<file path="src/rtl/bus_arb2.sv">
module bus_arb2 #(
  parameter int N_EXT = 5
) (
  input  logic             clk,
  input  logic             rst_n,
  input  logic             bus_idle,
  input  logic [N_EXT:0]   req_n,
  output logic [N_EXT:0]   gnt_n
);
  localparam int N  = N_EXT + 1;
  localparam int IW = $clog2(N);

  logic [IW-1:0] owner_q, last_ext_q, rr_pick, next_owner;
  logic          hp_last_q, rr_found;
  logic [N-1:0]  req;
  logic          hp_req, ext_pend, any_req, rearb;

  assign req      = ~req_n;
  assign hp_req   = req[0];
  assign ext_pend = |req[N-1:1];
  assign any_req  = |req;
  assign rearb    = bus_idle | req_n[owner_q];

  always_comb begin
    int idx;
    logic [IW-1:0] cand;
    rr_pick  = '0;
    rr_found = 1'b0;
    for (int k = 1; k <= N_EXT; k++) begin
      idx = int'(last_ext_q) + k;
      if (idx > N_EXT) idx = idx - N_EXT;
      cand = IW'(idx);
      if (!rr_found && req[cand]) begin
        rr_found = 1'b1;
        rr_pick  = cand;
      end
    end
  end

  always_comb begin
    if (hp_req && (!hp_last_q || !ext_pend)) next_owner = '0;
    else if (rr_found)                       next_owner = rr_pick;
    else                                     next_owner = owner_q;
  end

  always_ff @(posedge clk or negedge rst_n) begin
    if (!rst_n) begin
      owner_q    <= '0;
      last_ext_q <= IW'(N_EXT);
      hp_last_q  <= 1'b0;
    end else if (rearb && any_req) begin
      owner_q   <= next_owner;
      hp_last_q <= (next_owner == '0);
      if (next_owner != '0) last_ext_q <= next_owner;
    end
  end

  for (genvar g = 0; g < N; g++) begin : g_gnt
    assign gnt_n[g] = (owner_q != IW'(g));
  end
endmodule

</file>
<file path="config.mk">
export PLATFORM = sky130hd
export DESIGN_NAME = bus_arb2
export DESIGN_NICKNAME = d
export VERILOG_FILES = /design/src/rtl/bus_arb2.sv
export SDC_FILE = /design/constraint.sdc
export NUM_CORES = 1
export LEC_CHECK = 0
export CAP_MARGIN = 20
export CORE_MARGIN = 3
export CORE_UTILIZATION = 30
export DETAILED_ROUTE_END_ITERATION = 12
export DONT_BUFFER_PORTS = 1
export PLACE_DENSITY_LB_ADDON = 0.05
export SLEW_MARGIN = 0
export SYNTH_ARGS = -nofsm -noshare
export SYNTH_HDL_FRONTEND = slang
export SYNTH_SLANG_ARGS = --single-unit
</file>
<file path="constraint.sdc">
create_clock -name clk -period 3.5 [get_ports clk]
set_clock_uncertainty 0.05 [all_clocks]
set_input_delay 0.525 -clock clk [delete_from_list [all_inputs] [get_ports clk]]
set_output_delay 0.525 -clock clk [all_outputs]
set_load 0.02 [all_outputs]
</file>
After elaboration in Yosys (flattened, before gate mapping)
Cells that the tools add are included.

word-level totals
  register bits after elaboration = 7
  input port bits = 9
  output and inout bits = 6
  word-level logic and storage cells = 79

operators by class
  $add $sub $neg = 10
  $lt $le $gt $ge = 11
  equality and inequality tests = 5
  multiplexer cells = 29
  bitwise logic cells = 2
  reduce and logical (&&, ||, !) cells = 19

operators with widths
  cell                 count
  $mux 3               12
  $lt 3x4->1 const B   6
  $gt 4x3->1 const B   5
  $bmux 1 s3           6
  $sub 3x3->3 const B  5
  $mux 1               11
  $add 3x2->4 const B  2
  $add 3x3->4 const B  2
  $logic_and 1x1->1    6
  $logic_not 1->1      6
  $ne 3x2->1 const B   2
  $ne 3x3->1 const B   2
  $not 6->6            1
  $reduce_bool 3->1    2
  $reduce_or 6->1      1
  $reduce_or 5->1      1
  $add 3x1->4 const B  1
  $logic_not 3->1      1
  $ne 3x1->1 const B   1
  $reduce_and 2->1     1
  $logic_or 1x1->1     1
  $or 1x1->1           1

Depth between registers and ports, before layout
Gate-level depths: netlist of run 1.

  depth after elaboration = 22
  depth in mapped cells = 13
  depth with buffers taken out = 11

Least setup slack after synthesis of run 1
OpenSTA, ideal clock, no wires.

  kind = register to register
  start point = reg last_ext_q[0]
  end point = reg last_ext_q[1]
  setup time = 120 ps
  arrival = 3164 ps
  required time = 3330 ps
  setup slack = 166 ps
  stages on the path, launching flop included = 13
  path buffers = 1
  period minus slack after synthesis = 3334 ps
  cell sequence = dfstp_2 -> buf_6 -> inv_4 -> ha_1 -> ha_1 -> nor3b_2 -> or4_4 -> and2_4 -> a2111oi_4 -> a21o_1 -> a221oi_2 -> a221o_1 -> a31o_1

between the ends
  word-level cells in the longest chain between the ends = 22
  elaborated cells between the ends (all ways) = 52
  those cells by class = add/sub (10); order compare (5); mux (27); reduce/logical (10)

RTL lines
  item                                       line  RTL
  start, declared                            13    logic [IW-1:0] owner_q, last_ext_q, rr_pick, next_owner;
  start signal, assigned                     49    last_ext_q <= IW'(N_EXT);
  start signal, assigned                     54    if (next_owner != '0) last_ext_q <= next_owner;
  $add 3x1->4                                30    idx = int'(last_ext_q) + k;
  $gt 4x3->1 or $sub 3x3->3 (tied branches)  31    if (idx > N_EXT) idx = idx - N_EXT;
  $mux 3                                     31
  $bmux 1 s3                                 33    if (!rr_found && req[cand]) begin
  $mux 1 (implied by the code)               33
  $mux 1                                     33
  $logic_not 1->1                            33
  $logic_and 1x1->1                          33
  (+6 left out)                              n/a
  $mux 1                                     33
  $logic_not 1->1                            33
  $logic_and 1x1->1                          33
  $mux 3 or $mux 1 (tied branches)           33
  $mux 3 (*)                                 42    else if (rr_found) next_owner = rr_pick;
  $mux 3 (*)                                 41    if (hp_req && (!hp_last_q || !ext_pend)) next_owner = '0;
  $reduce_bool 3->1                          54
  $reduce_and 2->1 (no source line)          n/a

Every way passes the cells marked *; elsewhere a longest branch is shown, timed or not. The select of a mux whose other input is x is not followed.
A chain may end at the register's enable or synchronous reset.

Final worst setup path of run 1
Same ends and word-level chain as after synthesis.

==> results of run 1 <==
==> metal layers <==
metal	up-vias	GRT usage	share of wire
met2	55	0.302	0.49
met5	-	0	0
met3	9	0.0102	0.061
li1	860	-	-
met1	855	0.231	0.43
met4	0	0.0507	0.018
==> cells by family after synthesis <==
family | synth area share
buffers and inverters | 0.0551
xor gates and xnor gates | 0.0161
and+or+nand+nor | 0.283
adders and majority gates | 0.0766
muxes | 0.0544
DFF | 0.109
AOI/OAI and AO/OA | 0.407
==> worst max-delay path, delay by kind of cell (launching register included) <==
family / cells / cell delay (ns)
flops: 1 / 0.55
fa+ha+maj: 2 / 0.52
compound gates: 6 / 1.75
buf+inv: 1 / 0.03
simple gates: 2 / 0.31
==> flip-flops by register name (all words and copies together) (netlist names) <==
register / cells
last_ext_q: 3
owner_q: 3
hp_last_q: 1
==> area by class of cell <==
cell class | count | area (um^2)
Clock buffer | 4 | 45.0
Fill cell | 545 | 3290
Inverter | 7 | 28.8
Multi-Input combinational cell | 189 | 1400
Sequential cell | 7 | 178
Tap cell | 70 | 87.6
Timing Repair Buffer | 19 | 145
==> through the flow <==
step	utilization	worst slack (ns)
floorplan	-	0.166
global placement	0.346	0.0710
detailed placement	0.346	0.0472
CTS	0.356	0.0294
global route	0.365	0.0000153
finish	0.365	0.172
==> layout by cell type, fill, tap and decap left out, types with 2 or more instances in the layout <==
cell,instances
buf_4,18
nand2_1,17
o21ai_0,17
a21oi_1,15
nor2_1,11
ha_1,9
or3_1,7
nand2b_1,7
nand3_1,6
a21o_1,6
o31ai_1,6
inv_1,5
mux2_2,5
a211oi_1,5
dfrtp_1,5
a2bb2oi_1,4
nand3b_1,3
o21a_1,3
nor3_1,3
o21ai_1,3
a221oi_1,3
clkbuf_8,3
nor3b_2,2
nor2b_1,2
a211o_1,2
o211ai_1,2
nor3_2,2
a21boi_0,2
o31a_1,2
xnor2_1,2
and2_1,2
nand4_1,2
a221o_1,2
dfstp_2,2
==> repair_timing <==
| action | 4_1_cts | 5_1_grt |
|---|---|---|
| endpoints found under the hold margin | 5 | 0 |
| setup endpoints to repair | 0 | 4 |
| buffers inserted | 0 | 1 |
| resized for setup | 0 | 7 |
| hold buffers | 1 | 0 |
==> path summary, 6_finish.rpt <==
check / startpoint / endpoint / cells after the start
worst max-delay path: last_ext_q[0] / last_ext_q[1] / 11
worst min-delay path: rst_n / last_ext_q[0] / 0
worst max register to register: last_ext_q[0] / last_ext_q[1] / 11
worst min register to register: hp_last_q / hp_last_q / 2
max in group asynchronous: rst_n / hp_last_q / 1
min in group clk: hp_last_q / hp_last_q / 2
==> flow_summary.yaml, run 1 <==
clock_network:
  cts_buffers: 3
  tritoncts: "built"
  path_clk_slew_ns: 0.04
  htreeDepth: 1
  clock_latency_ns: 0.22
  cts_sinks: 7
  cts-root-buf: "clkbuf_8"
  clockBufferDepth: 2
routing:
  num_vias: 1779
  ant_nets: 0
  dr.pass1.iters: 4
  drt_wl_total_um: 5470
  via_per_inst: 6.01
  routedWlPerCell_um: 18.5
  drc: 0
  first_iter_violations: 114
floorplanning:
  core_area_mm2: 0.00517
  pin_count: 15
  die_area_mm2: 0.00637
  die_w_um: 79.8
  rows: 26
  die_h_um: 79.8
  initial_utilization: 0.316
timing:
  whs_ns: 0.0929
  fin_crit_ns: 3.33
  drv_slew: 0
  max_freq_mhz: 301
  max_slew_margin: 0.663
  tns_ns: 0
  post-route-period-util: 0.951
  timing.final.hold_violations: 0
  tightest_slew_ns: 0.502
  setup_viol: 0
  rsz0062_at_grt: "false"
placement:
  dp_hpwl_um: 4260
  dp.cells: 290
  portBuffers: 0
  gp_congestion: 0.826
  placed_cell_area_mm2: 0.00179
synthesis:
  synth.avg_cell_area_um2: 7.64
  synth_top_flop_cell: "dfrtp_1"
  synth-edff-count: 0
  synth_nets: 233
  yosysTopAreaCell: "dfrtp_1"
  synth_area_leaders: "dfrtp_1, ha_1, o21ai_0"
  ys_seq_elements: 7
  async_flop_share: 1.00
  yosysSeqAreaShare: 0.109
  yosysWarnings: 0
  synth_top_area_frac: 0.0766
  syn_inst: 214
  synth_area_mm2: 0.00163
  synth_common_cells: "nand2_1, o21ai_0, a21oi_1"
  yosys.cell_types.count: 73
setup_path:
  cpMostUsedCell: "ha_1"
  critical_path.cell_chain: "inv_4, ha_1, ha_1, nor3b_2, o21ai_0, nand2_1, o31a_1, a221oi_1, o31ai_1, a221o_1, a31o_1"
  cp-start-kind: "register"
  required_ns: 3.56
  crit_fanout: 5
  path_class: "reg2reg"
  crit_path_end_kind: "register"
  critical-path-slowest-cell: "dfstp_2"
  arrival_ns: 3.39
  critPathMaxStageDelay_ns: 0.55
  r2r_setup_slack_ns: 0.17
final_layout:
  final_area_mm2: 0.00189
  drive_gt1_frac: 0.221
  nNetsFinal: 246
  num_antenna_cells: 0
  finalNonFillerCells: 296
  area_growth_pct: 15.4
global_route:
  grt_first_pass_wirelength_um: 8640
  grt_max_degree: 25
  grt_pass1_vias: 1675
  antenna_found_initial: 0
  grtUsageTotal: 0.174
  overflow: 0
run:
  maxCapViolCount: 0
hold_path:
  hold_path_class: "in2async"
run_status:
  status: "finished clean"
Power of run 1 is not shown: default switching activity piles up to over one toggle a cycle in this logic, so the estimate is an artifact.
==> run 2: changes to the inputs <==
--- a/config.mk
+++ b/config.mk
@@ -6,10 +6,13 @@
 export NUM_CORES = 1
 export LEC_CHECK = 0
 export CAP_MARGIN = 20
+export CELL_PAD_IN_SITES_DETAIL_PLACEMENT = 1
+export CELL_PAD_IN_SITES_GLOBAL_PLACEMENT = 2
 export CORE_MARGIN = 3
-export CORE_UTILIZATION = 30
+export CORE_UTILIZATION = 34
 export DETAILED_ROUTE_END_ITERATION = 12
 export DONT_BUFFER_PORTS = 1
+export HOLD_SLACK_MARGIN = 0.05
 export PLACE_DENSITY_LB_ADDON = 0.05
 export SLEW_MARGIN = 0
 export SYNTH_ARGS = -nofsm -noshare
==> run 2 against run 1 <==
  * Register-to-register slack worse by 0.08 ns
  * Via count is 3.3% higher
  * Cell count is 5.1% lower
  * Largest cell class unchanged
  * Hold slack better by 0.0018 ns
  * Fmax is 2.5% lower
  * Wire length is 12% higher
  * First-iteration DRC count is 16% higher
  * Sequential cell count stayed put
  * Critical path depth is 1 higher
  * Sequential share of layout area is 0.20 points lower
  * Non-clock buffer count is 3 higher
  * Critical path type unchanged
==> flow_summary.yaml, run 2 (synthesized netlist as in run 1, its figures left out) <==
run_status:
  status: "finished clean"
global_route:
  overflow: 0
  grt_pass1_vias: 1805
  grt_first_pass_wirelength_um: 9720
  grt_max_degree: 29
  antenna_found_initial: 0
  grtUsageTotal: 0.223
routing:
  num_vias: 1838
  first_iter_violations: 132
  via_per_inst: 6.54
  ant_nets: 0
  dr.pass1.iters: 4
  drt_wl_total_um: 6150
  drc: 0
  routedWlPerCell_um: 21.9
clock_network:
  cts_buffers: 3
  path_clk_slew_ns: 0.04
  cts-root-buf: "clkbuf_8"
  htreeDepth: 1
  cts_sinks: 7
  clock_latency_ns: 0.22
  clockBufferDepth: 2
  tritoncts: "built"
final_layout:
  drive_gt1_frac: 0.253
  layout_common_cells: "buf_4, nand2_1, o21ai_0"
  ff_latch_area_um2: 178
  multi_input_area_mm2: 0.00144
  area_growth_pct: 17.9
  fin_util: 0.428
  num_antenna_cells: 0
  reg.largest.list: "last_ext_q x3, owner_q x3, hp_last_q x1"
  nNetsFinal: 249
  nFillCells: 571
  final_common_cell: "buf_4"
setup_path:
  cp.depth: 12
  critPathMaxStageDelay_ns: 0.55
  r2r_setup_slack_ns: 0.09
  critical-path-slowest-cell: "dfstp_2"
  cpMostUsedCell: "buf_4"
  cp-endpoint: "last_ext_q[1]"
  startpoint: "last_ext_q[0]"
  critical_path.cell_chain: "inv_4, ha_1, ha_4, buf_4, o21ai_0, nand3_1, a311o_1, buf_4, a221oi_2, o31ai_1, a221o_1, a31o_1"
  crit_fanout: 8
  critPathTopFamily: "compound AO/OA/AOI/OAI gates"
  required_ns: 3.56
  rr_worst_depth: 12
  r2r-end: "last_ext_q[1]"
  cp-start-kind: "register"
  path_buf_inv: 3
  path_class: "reg2reg"
  r2r_start: "last_ext_q[0]"
  arrival_ns: 3.47
  crit_path_end_kind: "register"
timing:
  drv_slew: 0
  max_slew_margin: 0.699
  tightest_slew_ns: 0.451
  max_freq_mhz: 293
  setup_viol: 0
  timing.final.hold_violations: 0
  fin_crit_ns: 3.41
  post-route-period-util: 0.975
floorplanning:
  core_area_mm2: 0.00450
  die_w_um: 75.3
  pin_count: 15
  rows: 24
  die_h_um: 75.3
  initial_utilization: 0.363
  die_area_mm2: 0.00567
placement:
  gp_congestion: 0.998
  dp_hpwl_um: 4540
  portBuffers: 0
hold_path:
  hold_path_class: "in2async"
run:
  maxCapViolCount: 0
run 2: cell count changes in the layout (fill, tap and decap cells not counted), moves of 2 or more:
cell / before / now
a211oi_1: 5 / 3
a211oi_2: 1 / 3
a221oi_1: 3 / 1
a221oi_2: 1 / 3
buf_4: 18 / 21
o21ai_0: 17 / 15
o21ai_1: 3 / 5
run 2: what timing repair did:
action / 4_1_cts / 5_1_grt
setup buffers: 0 / 4
gates resized for setup: 0 / 16
hold endpoints to repair: 5 / 0
endpoints found under the setup margin: 0 / 4
hold buffers: 1 / 0
run 2: per-layer routing:
metal,up-vias,wire length (um),part of all wire,global-route usage
li1,865,-,-,-
met1,921,2750,0.45,0.322
met2,44,3010,0.49,0.366
met3,8,298,0.048,0.0224
met4,0,89,0.014,0.0350
met5,-,0,0,0
run 2: final cells by class:
cell class | count | share of cell area
clock buffer | 4 | 0.0234
inverter | 7 | 0.0149
multi-input combinational | 189 | 0.749
sequential | 7 | 0.0922
tap | 52 | 0.0338
timing repair buffer | 22 | 0.0870
run 2: stage by stage:
step	TNS (ns)	cells	area, um^2	worst slack, ns	hold slack (ns)
after global placement	0	272	1770	0.110	0.180
final	0	281	1930	0.0882	0.0948
after floorplan	0	214	1630	0.166	0.179
after CTS	0	277	1820	0.0442	0.0896
after detailed placement	0	272	1770	0.0653	0.180
after global routing	-0.0137	281	1930	-0.0137	0.0761
run 2: worst register-to-register path, cell delays in order, from the launching register on:
cell and delay, ns:
dfstp_2 0.55, inv_4 0.05, ha_1 0.22, ha_4 0.20, buf_4 0.15, o21ai_0 0.33, nand3_1 0.15, a311o_1 0.41
buf_4 0.17, a221oi_2 0.23, o31ai_1 0.15, a221o_1 0.41, a31o_1 0.23
run 2: worst min path at each step:
stage           from             to  slack [ns]  cells past startpoint
6_report       rst_n  last_ext_q[2]        0.09                      0
5_1_grt        rst_n  last_ext_q[2]        0.08                      0
4_1_cts        rst_n  last_ext_q[2]        0.09                      0
3_5_place_dp   rst_n      hp_last_q        0.18                      0
3_3_place_gp   rst_n     owner_q[1]        0.18                      0
2_1_floorplan  rst_n      hp_last_q        0.18                      0
Power of run 2 is left out for the same reason.
